**src/rtl/memmap_pkg.sv**
```systemverilog
// Shared types for the memory map decoder: operating mode encoding,
// the control bits that the mode implies, and internal region indices.
package memmap_pkg;

    // Strap value {pin_b, pin_a} captured at reset release.
    typedef enum logic [1:0] {
        MD_BOOT   = 2'b00,
        MD_TEST   = 2'b01,
        MD_SINGLE = 2'b10,
        MD_EXPAND = 2'b11
    } op_mode_e;

    // Control bits that follow from the captured mode.
    typedef struct packed {
        logic rom_on;
        logic boot_on;
        logic special;
        logic expanded;
    } mode_ctrl_t;

    // Index of each internal region; a lower index wins on overlap.
    localparam int RG_REGS = 0;
    localparam int RG_RAM  = 1;
    localparam int RG_BOOT = 2;
    localparam int RG_UROM = 3;
    localparam int RG_NUM  = 4;

    // Map a captured mode onto its control bits.
    function automatic mode_ctrl_t ctrl_of(op_mode_e m);
        mode_ctrl_t c;
        case (m)
            MD_EXPAND: c = '{rom_on: 1'b0, boot_on: 1'b0, special: 1'b0, expanded: 1'b1};
            MD_SINGLE: c = '{rom_on: 1'b1, boot_on: 1'b0, special: 1'b0, expanded: 1'b0};
            MD_BOOT:   c = '{rom_on: 1'b1, boot_on: 1'b1, special: 1'b1, expanded: 1'b0};
            default:   c = '{rom_on: 1'b0, boot_on: 1'b0, special: 1'b1, expanded: 1'b1};
        endcase
        return c;
    endfunction

endpackage

```
**src/rtl/mode_latch.sv**
```systemverilog
// Captures the mode straps while reset is held and keeps them afterwards.
// Assumes: the straps are stable for at least the last reset cycle.
module mode_latch
    import memmap_pkg::*;
(
    input  logic       clk,
    input  logic       rst_n,
    input  logic       pin_b,
    input  logic       pin_a,
    output mode_ctrl_t ctrl
);

    op_mode_e mode_q;

    // Track the straps during reset; hold the last sample once released.
    always_ff @(posedge clk) begin
        if (!rst_n) begin
            mode_q <= op_mode_e'({pin_b, pin_a});
        end
    end

    // Derive the control bits from the held mode.
    always_comb begin
        ctrl = ctrl_of(mode_q);
    end

endmodule

```
**src/rtl/init_reg.sv**
```systemverilog
// Relocation register holding the RAM page (upper half) and the register
// page (lower half). Assumes: writes are single-cycle strobes.
module init_reg #(
    parameter int          W     = 8,
    parameter logic [W-1:0] RST_V = 8'h01
) (
    input  logic         clk,
    input  logic         rst_n,
    input  logic         wr,
    input  logic [W-1:0] wdata,
    output logic [W-1:0] q
);

    // Reset to the default page pair; load on a write strobe.
    always_ff @(posedge clk) begin
        if (!rst_n) begin
            q <= RST_V;
        end else if (wr) begin
            q <= wdata;
        end
    end

endmodule

```
**src/rtl/window_hit.sv**
```systemverilog
// Compares an address with a power-of-two aligned window.
// Assumes: the window of 2**SPAN_W bytes is aligned, so the low SPAN_W bits
// of base are ignored.
module window_hit #(
    parameter int ADDR_W = 16,
    parameter int SPAN_W = 8
) (
    input  logic [ADDR_W-1:0] addr,
    input  logic [ADDR_W-1:0] base,
    input  logic              en,
    output logic              hit
);

    // Match the upper address bits against the window base.
    always_comb begin
        hit = en && (addr[ADDR_W-1:SPAN_W] == base[ADDR_W-1:SPAN_W]);
    end

endmodule

```
**src/rtl/sel_priority.sv**
```systemverilog
// Turns a vector of region hits into one-hot selects, with the lowest index
// winning. With no hit, the access goes to the external bus when allowed and
// is flagged unmapped otherwise. Assumes: N is at least 1.
module sel_priority #(
    parameter int N = 4
) (
    input  logic [N-1:0] hit,
    input  logic         ext_ok,
    output logic [N-1:0] sel,
    output logic         sel_ext,
    output logic         unmapped
);

    logic taken;

    // Fixed-priority scan from index 0 upward, then the fallback choice.
    always_comb begin
        sel   = '0;
        taken = 1'b0;
        for (int i = 0; i < N; i++) begin
            if (hit[i] && !taken) begin
                sel[i] = 1'b1;
                taken  = 1'b1;
            end
        end
        sel_ext  = !taken && ext_ok;
        unmapped = !taken && !ext_ok;
    end

endmodule

```
**src/rtl/memmap_decode.sv**
```systemverilog
// Mode-dependent memory map decoder.
// - The operating mode is captured from the straps at reset release.
// - The relocation register places RAM and register windows on page
//   boundaries.
// - Each address is decoded to exactly one select or the unmapped flag.
// Assumes: PAGE_W is wider than RAM_AW and REG_AW, and the fixed ROM windows
// are aligned to their size.
module memmap_decode
    import memmap_pkg::*;
#(
    parameter int                 ADDR_W    = 16,
    parameter int                 PAGE_W    = 12,
    parameter int                 RAM_AW    = 9,
    parameter int                 REG_AW    = 7,
    parameter int                 BOOT_AW   = 8,
    parameter int                 UROM_AW   = 14,
    parameter logic [ADDR_W-1:0]  BOOT_BASE = 16'hBF00,
    parameter logic [ADDR_W-1:0]  UROM_BASE = 16'hC000,
    parameter int                 PG_W      = ADDR_W - PAGE_W,
    parameter logic [2*PG_W-1:0]  INIT_RST  = 8'h01
) (
    input  logic                clk,
    input  logic                rst_n,
    input  logic                mode_pin_b,
    input  logic                mode_pin_a,
    input  logic [ADDR_W-1:0]   addr,
    input  logic                init_wr,
    input  logic [2*PG_W-1:0]   init_wdata,
    output logic [2*PG_W-1:0]   init_q,
    output logic                rom_on,
    output logic                boot_on,
    output logic                special_md,
    output logic                expanded_md,
    output logic                sel_regs,
    output logic                sel_ram,
    output logic                sel_boot,
    output logic                sel_urom,
    output logic                sel_ext,
    output logic                unmapped
);

    localparam int INIT_W = 2 * PG_W;

    mode_ctrl_t          ctrl;
    logic [ADDR_W-1:0]   base_v [RG_NUM];
    logic [RG_NUM-1:0]   en_v;
    logic [RG_NUM-1:0]   hit_v;
    logic [RG_NUM-1:0]   sel_v;

    mode_latch u_mode (
        .clk   (clk),
        .rst_n (rst_n),
        .pin_b (mode_pin_b),
        .pin_a (mode_pin_a),
        .ctrl  (ctrl)
    );

    init_reg #(.W(INIT_W), .RST_V(INIT_RST)) u_init (
        .clk   (clk),
        .rst_n (rst_n),
        .wr    (init_wr),
        .wdata (init_wdata),
        .q     (init_q)
    );

    // Region bases and enables: relocatable pages for RAM and registers.
    always_comb begin
        base_v[RG_REGS] = {init_q[PG_W-1:0], {PAGE_W{1'b0}}};
        base_v[RG_RAM]  = {init_q[INIT_W-1:PG_W], {PAGE_W{1'b0}}};
        base_v[RG_BOOT] = BOOT_BASE;
        base_v[RG_UROM] = UROM_BASE;
        en_v[RG_REGS]   = 1'b1;
        en_v[RG_RAM]    = 1'b1;
        en_v[RG_BOOT]   = ctrl.boot_on;
        en_v[RG_UROM]   = ctrl.rom_on;
    end

    // One window comparator per internal region, sized by its index.
    for (genvar g = 0; g < RG_NUM; g++) begin : g_win
        localparam int SPAN = (g == RG_REGS) ? REG_AW :
                              (g == RG_RAM)  ? RAM_AW :
                              (g == RG_BOOT) ? BOOT_AW : UROM_AW;
        window_hit #(.ADDR_W(ADDR_W), .SPAN_W(SPAN)) u_hit (
            .addr (addr),
            .base (base_v[g]),
            .en   (en_v[g]),
            .hit  (hit_v[g])
        );
    end

    sel_priority #(.N(RG_NUM)) u_prio (
        .hit      (hit_v),
        .ext_ok   (ctrl.expanded),
        .sel      (sel_v),
        .sel_ext  (sel_ext),
        .unmapped (unmapped)
    );

    // Drive the named outputs from the internal vectors.
    always_comb begin
        rom_on      = ctrl.rom_on;
        boot_on     = ctrl.boot_on;
        special_md  = ctrl.special;
        expanded_md = ctrl.expanded;
        sel_regs    = sel_v[RG_REGS];
        sel_ram     = sel_v[RG_RAM];
        sel_boot    = sel_v[RG_BOOT];
        sel_urom    = sel_v[RG_UROM];
    end

endmodule

```
**config.mk**
```make
export PLATFORM = sky130hd
export DESIGN_NAME = memmap_decode
export DESIGN_NICKNAME = d
export VERILOG_FILES = /design/src/rtl/memmap_pkg.sv /design/src/rtl/mode_latch.sv /design/src/rtl/init_reg.sv /design/src/rtl/window_hit.sv /design/src/rtl/sel_priority.sv /design/src/rtl/memmap_decode.sv
export SDC_FILE = /design/constraint.sdc
export NUM_CORES = 1
export LEC_CHECK = 0
export CELL_PAD_IN_SITES_DETAIL_PLACEMENT = 0
export CELL_PAD_IN_SITES_GLOBAL_PLACEMENT = 1
export CORE_UTILIZATION = 21
export CTS_CLUSTER_SIZE = 40
export DETAILED_ROUTE_END_ITERATION = 7
export PLACE_DENSITY_LB_ADDON = 0.1
export SLEW_MARGIN = 20
export SYNTH_ARGS = -nofsm -noshare
export SYNTH_HDL_FRONTEND = slang
export SYNTH_SLANG_ARGS = --single-unit
```
**constraint.sdc**
```tcl
create_clock -name clk -period 3.95 [get_ports clk]
set_input_delay 0.79 -clock clk [delete_from_list [all_inputs] [get_ports clk]]
set_output_delay 0.79 -clock clk [all_outputs]
set_load 0.05 [all_outputs]
```
Yosys cells after proc, flatten, opt, wreduce, memory -nomap -nowiden --
Cells that the tools add are included.
Cells by class: equality and inequality tests 6, mux-type cells 8, reductions and logical operators 13
Operators by type and width (count):
- 4-bit one-hot mux with 3 select lines | 1
- 9-bit equality test | 1
- 8-bit equality test, second input constant | 1
- 7-bit equality test | 1
- 1-bit logical AND | 7
- 1-bit 2-to-1 mux | 7
- 2-bit equality test, second input constant | 3
- 1-bit zero test | 5
- 2-bit zero test | 1
Storage, ports and cells: bits in registers 10, input bits 29, output and inout port bits 18, word-level logic and storage cells 29

Depth between registers and ports, before layout --
Gate-level depths: netlist of run 1.
depth in word-level cells 13, gate-level depth with buffers 4

Cells and area by module --
A second synthesis of run 1 with hierarchy kept.
Unflattened totals: cells, all modules 80, area, all modules 739.5 um2
By module, submodules not included:
- init_reg | instances 1, cells an instance 25, area an instance 299.0 um2, sequential area each 160.2 um2
- window_hit (g_win[0].u_hit) | instances 1, cells an instance 13, area an instance 105.1 um2, sequential area each 0.0 um2
- window_hit (g_win[2].u_hit) | instances 1, cells an instance 12, area an instance 95.1 um2, sequential area each 0.0 um2
- mode_latch | instances 1, cells an instance 7, area an instance 78.8 um2, sequential area each 60.1 um2
- window_hit (g_win[1].u_hit) | instances 1, cells an instance 10, area an instance 77.6 um2, sequential area each 0.0 um2
- sel_priority | instances 1, cells an instance 8, area an instance 52.6 um2, sequential area each 0.0 um2
- window_hit (g_win[3].u_hit) | instances 1, cells an instance 3, area an instance 23.8 um2, sequential area each 0.0 um2
- memmap_decode | instances 1, cells an instance 2, area an instance 7.5 um2, sequential area each 0.0 um2

Worst setup path before layout of run 1 --
OpenSTA, ideal clock, no wires.
path type input to output, start point in addr[10], end point out sel_urom, arrival 2.734 ns, data required time 3.160 ns, path slack 0.426 ns, stages 4, path buffers 0, cell sequence nor3_1 > nand4_1 > nor4_2 > nor3_1
Between the ends: longest elaborated chain between the ends 11, elaborated cells between the ends (all ways) 14
Ends and longest elaborated chain:
- from (decl) | RTL line memmap_decode.sv:26 | input logic [ADDR_W-1:0] addr,
- 9-bit equality test * | RTL line window_hit.sv:16 | hit = en && (addr[ADDR_W-1:SPAN_W] == base[ADDR_W-1:SPAN_W]);
- 1-bit 2-to-1 mux *
- net sel_regs | RTL line memmap_decode.sv:34 | output logic sel_regs,
- 1-bit zero test | RTL line sel_priority.sv:21 | if (hit[i] && !taken) begin
- 1-bit logical AND | RTL line sel_priority.sv:21
- 1-bit 2-to-1 mux * | RTL line sel_priority.sv:21
- 1-bit zero test | RTL line sel_priority.sv:21
- 1-bit logical AND | RTL line sel_priority.sv:21
- 1-bit 2-to-1 mux * | RTL line sel_priority.sv:21
- 1-bit zero test * | RTL line sel_priority.sv:21
- 1-bit logical AND * | RTL line sel_priority.sv:21
- 1-bit 2-to-1 mux * | RTL line sel_priority.sv:21
- to (decl) | RTL line memmap_decode.sv:37 | output logic sel_urom,
The timed path passes the listed nets; every way through them passes the cells marked *.

Final worst setup path of run 1 --
start point in addr[10], end point out sel_urom
Between the ends: longest elaborated chain between the ends 11, elaborated cells between the ends (all ways) 14
Ends and longest elaborated chain (RTL line):
- 9-bit equality test | window_hit.sv:16
- 1-bit 2-to-1 mux | sel_priority.sv:21
- 1-bit zero test | sel_priority.sv:21
- 1-bit logical AND | sel_priority.sv:21
- 1-bit 2-to-1 mux | sel_priority.sv:21
- 1-bit zero test | sel_priority.sv:21
- 1-bit logical AND | sel_priority.sv:21
- 1-bit 2-to-1 mux * | sel_priority.sv:21
- 1-bit zero test * | sel_priority.sv:21
- 1-bit logical AND * | sel_priority.sv:21
- 1-bit 2-to-1 mux * | sel_priority.sv:21
Every way passes the cells marked *; elsewhere a longest branch is shown, timed or not.

==> qor.yml, run 1 <==
global_route:
  grt_max_degree: 10
  grt.overflow.total: 0
  grt_pass1_wl_mm: 2.34
  grt_pass1_vias: 513
  grt_use_total_pct: 12.0
  antenna_found_initial: 0
die:
  dieArea_um2: 2690
  ios: 47
  dieHeight_um: 51.9
  fp-row-count: 17
  start_util_pct: 23.0
  core_region_area_um2: 2280
  die_w_um: 51.9
timing:
  rsz0062_at_grt: "no"
  fin_crit_ns: 3.69
  holdWs_ns: 0.534
  setup_viol: 0
  finalClockSkew_ns: 0
  finalCritPeriodShare_pct: 93.3
  worstMarginPinSlew_ns: 0.503
  hold_viol_final: 0
  tns_ns: 0
  timing.slew.headroom_pct: 66.4
  drv_slew: 0
  max_freq_ghz: 0.271
placement:
  globalplace.congestion: 0.655
  io_buffers: 39
  dp_hpwl_mm: 1.15
  placed_area_um2: 931
  dp.cells: 120
outcome:
  status: "finished, final reports clean"
cells_and_area:
  area_growth_pct: 83.0
  instances_no_fill: 124
  drive_above_1_share_pct: 10.4
  finish.utilization_pct: 42.1
  antenna_cells: 0
  nNetsFinal: 126
  design_area_um2: 957
hold_path:
  min_from: "u_init.q[0]"
  whs_path_depth: 2
  worstHoldEndpoint: "u_init.q[0]"
  hp-class: "flip-flop to flip-flop"
synth:
  synth-seq-cells: 10
  ys_top_cells_by_area: "dfxtp_1 31%, mux2i_1 15%, edfxtp_1 11%, xnor2_1 8.4%, nor2_1 5.7%"
  synth_area_leader_cell: "dfxtp_1"
  syn-cell-area_um2: 523
  synth_top_area_share_pct: 30.6
  synth_seq_area_share_pct: 42.1
  synth_cell_types: 18
  synth_fp_nets: 84
  syn_inst: 55
  yosysWarningCount: 0
  avgSynthCellArea_um2: 9.51
setup_path:
  r2r_setup_slack_ns: 3.31
  r2r_end: "u_init.q[5]"
  critPathSlowestCell: "clkdlybuf4s50_1"
  r2r_start: "u_init.q[5]"
  start_kind: "input pin"
  path_max_fanout: 5
  max_stage_delay_ns: 0.72
  cp_data_required_time_ns: 3.16
  critPathCaptureType: "output port"
  cp_cell_sequence: "clkdlybuf4s50_1, nor3_1, nand4_1, nor4_2, nor3_1, clkdlybuf4s50_1"
  critPathKind: "input pin to output port"
  ff2ff_path_depth: 2
  cp.arrival_ns: 2.90
drt:
  antenna_left: 0
  drt-pass1-iter-count: 2
  drcViolationCount: 0
  routed_wl_mm: 1.42
  vias_per_cell: 4.28
  num_vias: 531
  post_drt_wl_per_cell_um: 11.4
  drt_iter0_drc: 2
clock_tree:
  cts_tree: "built"
  clkTransAtPathRegs_ns: 0.06
  post_cts_resize_count: 0
  cts_setup_buffers: 0
  h-tree-depth: 1
  postCtsHoldBufs: 0
  clock-sinks: 10
  cts-root-buf: "clkbuf_4"
  numCtsBuffers: 3
  insertion_delay_ns: 0.26
  clockBufferDepth: 2
power:
  p_leak_nw: 0.382
  powerDensity_nw_per_um2: 308
  ir_worst_vdd_mv: 0.166
job:
  cap_violations: 0
==> critical path: cells and delay by family <==
kind | cells | cell delay (ns)
buffers and inverters | 2 | 1.14
and+or+nand+nor | 4 | 0.96
==> kinds of logic (layout without fill, tap and decap cells) <==
| kind of cell | count (synthesis) | after routing | share of synthesized area, % |
|---|---|---|---|
| simple gates | 23 | 23 | 23.7 |
| compound gates | 1 | 1 | 1.91 |
| mux | 8 | 8 | 15.3 |
| flops | 10 | 10 | 42.1 |
| xor+xnor | 8 | 8 | 13.4 |
| buf+inv | 5 | 46 | 3.59 |
==> layout make-up <==
cell class | count | area [um^2]
Fill cell | 234 | 1320
Multi-Input combinational cell | 40 | 284
Clock buffer | 4 | 26.3
Timing Repair Buffer | 39 | 380
Tap cell | 28 | 35.0
Inverter | 3 | 11.3
Sequential cell | 10 | 220
==> worst max path at each step <==
stage | start | end | depth (start not counted)
after CTS | addr[10] | sel_urom | 6
after global routing | addr[10] | sel_urom | 6
after global placement | addr[10] | sel_urom | 6
after detailed placement | addr[10] | sel_urom | 6
final | addr[10] | sel_urom | 6
after floorplan | addr[10] | sel_urom | 4
==> layer usage <==
layer,track usage (%),part of all wire [%]
met2,19.2,45
met1,15.1,47
met5,0,0
met4,5.41,0.71
met3,2.63,6.7
==> stage by stage <==
stage               setup slack, ns  total power, mW
floorplan                     0.426            0.177
global placement              0.223            0.224
detailed placement            0.236            0.224
CTS                           0.229            0.300
global route                 0.0613            0.313
finish                        0.264            0.294
==> cells in the final DEF (no fill, tap or decap), types with 3 or more instances in the layout <==
| master | synthesis | routed |
|---|---|---|
| nor2_1 | 8 | 8 |
| mux2i_1 | 8 | 8 |
| buf_4 | 0 | 4 |
| dfxtp_1 | 8 | 8 |
| nor3_1 | 5 | 5 |
| clkdlybuf4s50_1 | 0 | 35 |
| clkbuf_4 | 0 | 3 |
| xnor2_1 | 5 | 5 |
| xor2_1 | 3 | 3 |
==> registers in the layout, summed over array words and instances (netlist names) <==
register / flops
u_mode.mode_q: 2
u_init.q: 8
==> report_power, final <==
part	switching, mW	internal (mW)	total, mW
combinational	0.0577	0.0464	0.104
clock	0.0345	0.0390	0.0735
sequential	0.00595	0.111	0.117
==> Yosys cell counts <==
| library cell | instances |
|---|---|
| a211o_2 | 1 |
| clkbuf_1 | 2 |
| clkinv_1 | 1 |
| dfxtp_1 | 8 |
| edfxtp_1 | 2 |
| inv_1 | 2 |
| mux2i_1 | 8 |
| nand2_1 | 2 |
| nand3_1 | 2 |
| nand4_1 | 2 |
| nor2_1 | 8 |
| nor2b_1 | 1 |
| nor3_1 | 5 |
| nor3_2 | 1 |
| nor4_2 | 1 |
| or4b_1 | 1 |
| xnor2_1 | 5 |
| xor2_1 | 3 |
(Power assumes the default switching activity.)
==> run 2, diff against run 1 <==
- CORE_MARGIN: default -> 3
- TNS_END_PERCENT: default -> 10
==> qor.yml, run 2 (synthesis results as in run 1) <==
cells_and_area:
  antenna_cells: 0
  area_growth_pct: 84.9
  regMostFlops: "u_init.q"
  drive_above_1_share_pct: 11.5
  biggestRegsByFlops: "u_init.q: 8 flops, u_mode.mode_q: 2 flops"
  layout_commonest_cell: "clkdlybuf4s50_1"
  regArea_um2: 220
  instances_no_fill: 124
  multiInputGateArea_um2: 284
  largest_reg_flops: 8
  nFillCells: 241
  nNetsFinal: 126
  layout_common_cells: "35 x clkdlybuf4s50_1, 8 x nor2_1, 8 x mux2i_1, 8 x dfxtp_1"
power:
  sequentialPowerShare_pct: 37.8
  internal-power_uw: 213
  switching_power_uw: 96.4
  pwr-share-clk_pct: 28.8
  ir_worst_vdd_mv: 0.217
  swShare_pct: 31.1
  p_leak_nw: 0.388
  pwr-share-comb_pct: 33.3
  powerDensity_nw_per_um2: 320
timing:
  worstMarginPinSlew_ns: 0.496
  finalCritPeriodShare_pct: 93.4
  timing.slew.headroom_pct: 66.8
  fin_crit_ns: 3.69
  tns_ns: 0
  rsz0062_at_grt: "no"
  setup_viol: 0
  max_freq_ghz: 0.271
  holdWs_ns: 0.536
  finalClockSkew_ns: 0
  hold_viol_final: 0
  drv_slew: 0
setup_path:
  critPathSlowestCell: "clkdlybuf4s50_1"
  critPathCaptureType: "output port"
  ff2ff_path_depth: 2
  cp_data_required_time_ns: 3.16
  max_stage_delay_ns: 0.72
  path_max_fanout: 5
  cp.arrival_ns: 2.90
  critPathKind: "input pin to output port"
  cp_cell_sequence: "clkdlybuf4s50_1, nor3_1, nand4_1, nor4_2, nor3_1, clkdlybuf4s50_1"
  start_kind: "input pin"
drt:
  post_drt_wl_per_cell_um: 11.4
  num_vias: 529
  vias_per_cell: 4.27
  antenna_left: 0
  drt-pass1-iter-count: 3
  drt_iter0_drc: 7
  drcViolationCount: 0
  routed_wl_mm: 1.42
clock_tree:
  clock-sinks: 10
  numCtsBuffers: 3
  clockBufferDepth: 2
  cts_tree: "built"
  post_cts_resize_count: 0
  cts_setup_buffers: 0
  cts-root-buf: "clkbuf_4"
  insertion_delay_ns: 0.26
  clkTransAtPathRegs_ns: 0.07
  h-tree-depth: 1
  postCtsHoldBufs: 0
global_route:
  grt_pass1_wl_mm: 2.26
  antenna_found_initial: 0
  grt_pass1_vias: 494
  grt_use_total_pct: 9.35
  grt.overflow.total: 0
  grt_max_degree: 10
hold_path:
  whs_path_depth: 2
  hp-class: "flip-flop to flip-flop"
die:
  dieArea_um2: 3130
  ios: 47
  dieHeight_um: 55.9
  start_util_pct: 22.8
  core_region_area_um2: 2300
  die_w_um: 55.9
  fp-row-count: 17
placement:
  dp.cells: 120
  io_buffers: 39
  globalplace.congestion: 0.783
  dp_hpwl_mm: 1.22
job:
  cap_violations: 0
outcome:
  status: "finished, final reports clean"
[run 2: final timing paths]
kind                from  slack, ns          end
min          u_init.q[0]       0.54  u_init.q[0]
max             addr[10]       0.26     sel_urom
max reg2reg  u_init.q[5]       3.32  u_init.q[5]
min reg2reg  u_init.q[0]       0.54  u_init.q[0]
[run 2: layout make-up]
| cell class | instances | share of cell area (%) |
|---|---|---|
| multi-input cells | 40 | 29.4 |
| flip-flops and latches | 10 | 22.8 |
| well taps | 28 | 3.62 |
| inverters | 3 | 1.16 |
| repair buffers | 39 | 39.3 |
| clock buffers | 4 | 3.75 |
[run 2: power groups by stage]
stage               clock network (mW)  registers, mW  logic, mW
floorplan                            0          0.135     0.0421
global placement                     0          0.119      0.104
detailed placement                   0          0.120      0.104
CTS                             0.0939          0.117      0.104
global route                    0.0975          0.119      0.109
finish                          0.0893          0.117      0.103
[run 2: worst max-delay path: cells and delay by family]
family,cells,cell delay [ns]
buffers and inverters,2,1.14
and+or+nand+nor,4,0.96
[run 2: per-stage QoR]
stage | util [%] | total power, mW | area [um^2] | setup WS (ns)
floorplan | - | 0.177 | 523 | 0.426
global route | 42.1 | 0.325 | 967 | 0.131
finish | 42.1 | 0.310 | 967 | 0.262
CTS | 42.1 | 0.316 | 967 | 0.214
global placement | 40.5 | 0.224 | 931 | 0.227
detailed placement | 40.5 | 0.224 | 931 | 0.219
[run 2: metal layers]
layer	wire length, um	vias to the layer above	global-route usage, %	share of wire (%)
met5	0	-	0	0
met4	18	0	4.07	1.3
met3	117	2	3.71	8.3
met2	682	22	15.2	48
met1	598	231	10.8	42
li1	-	274	-	-
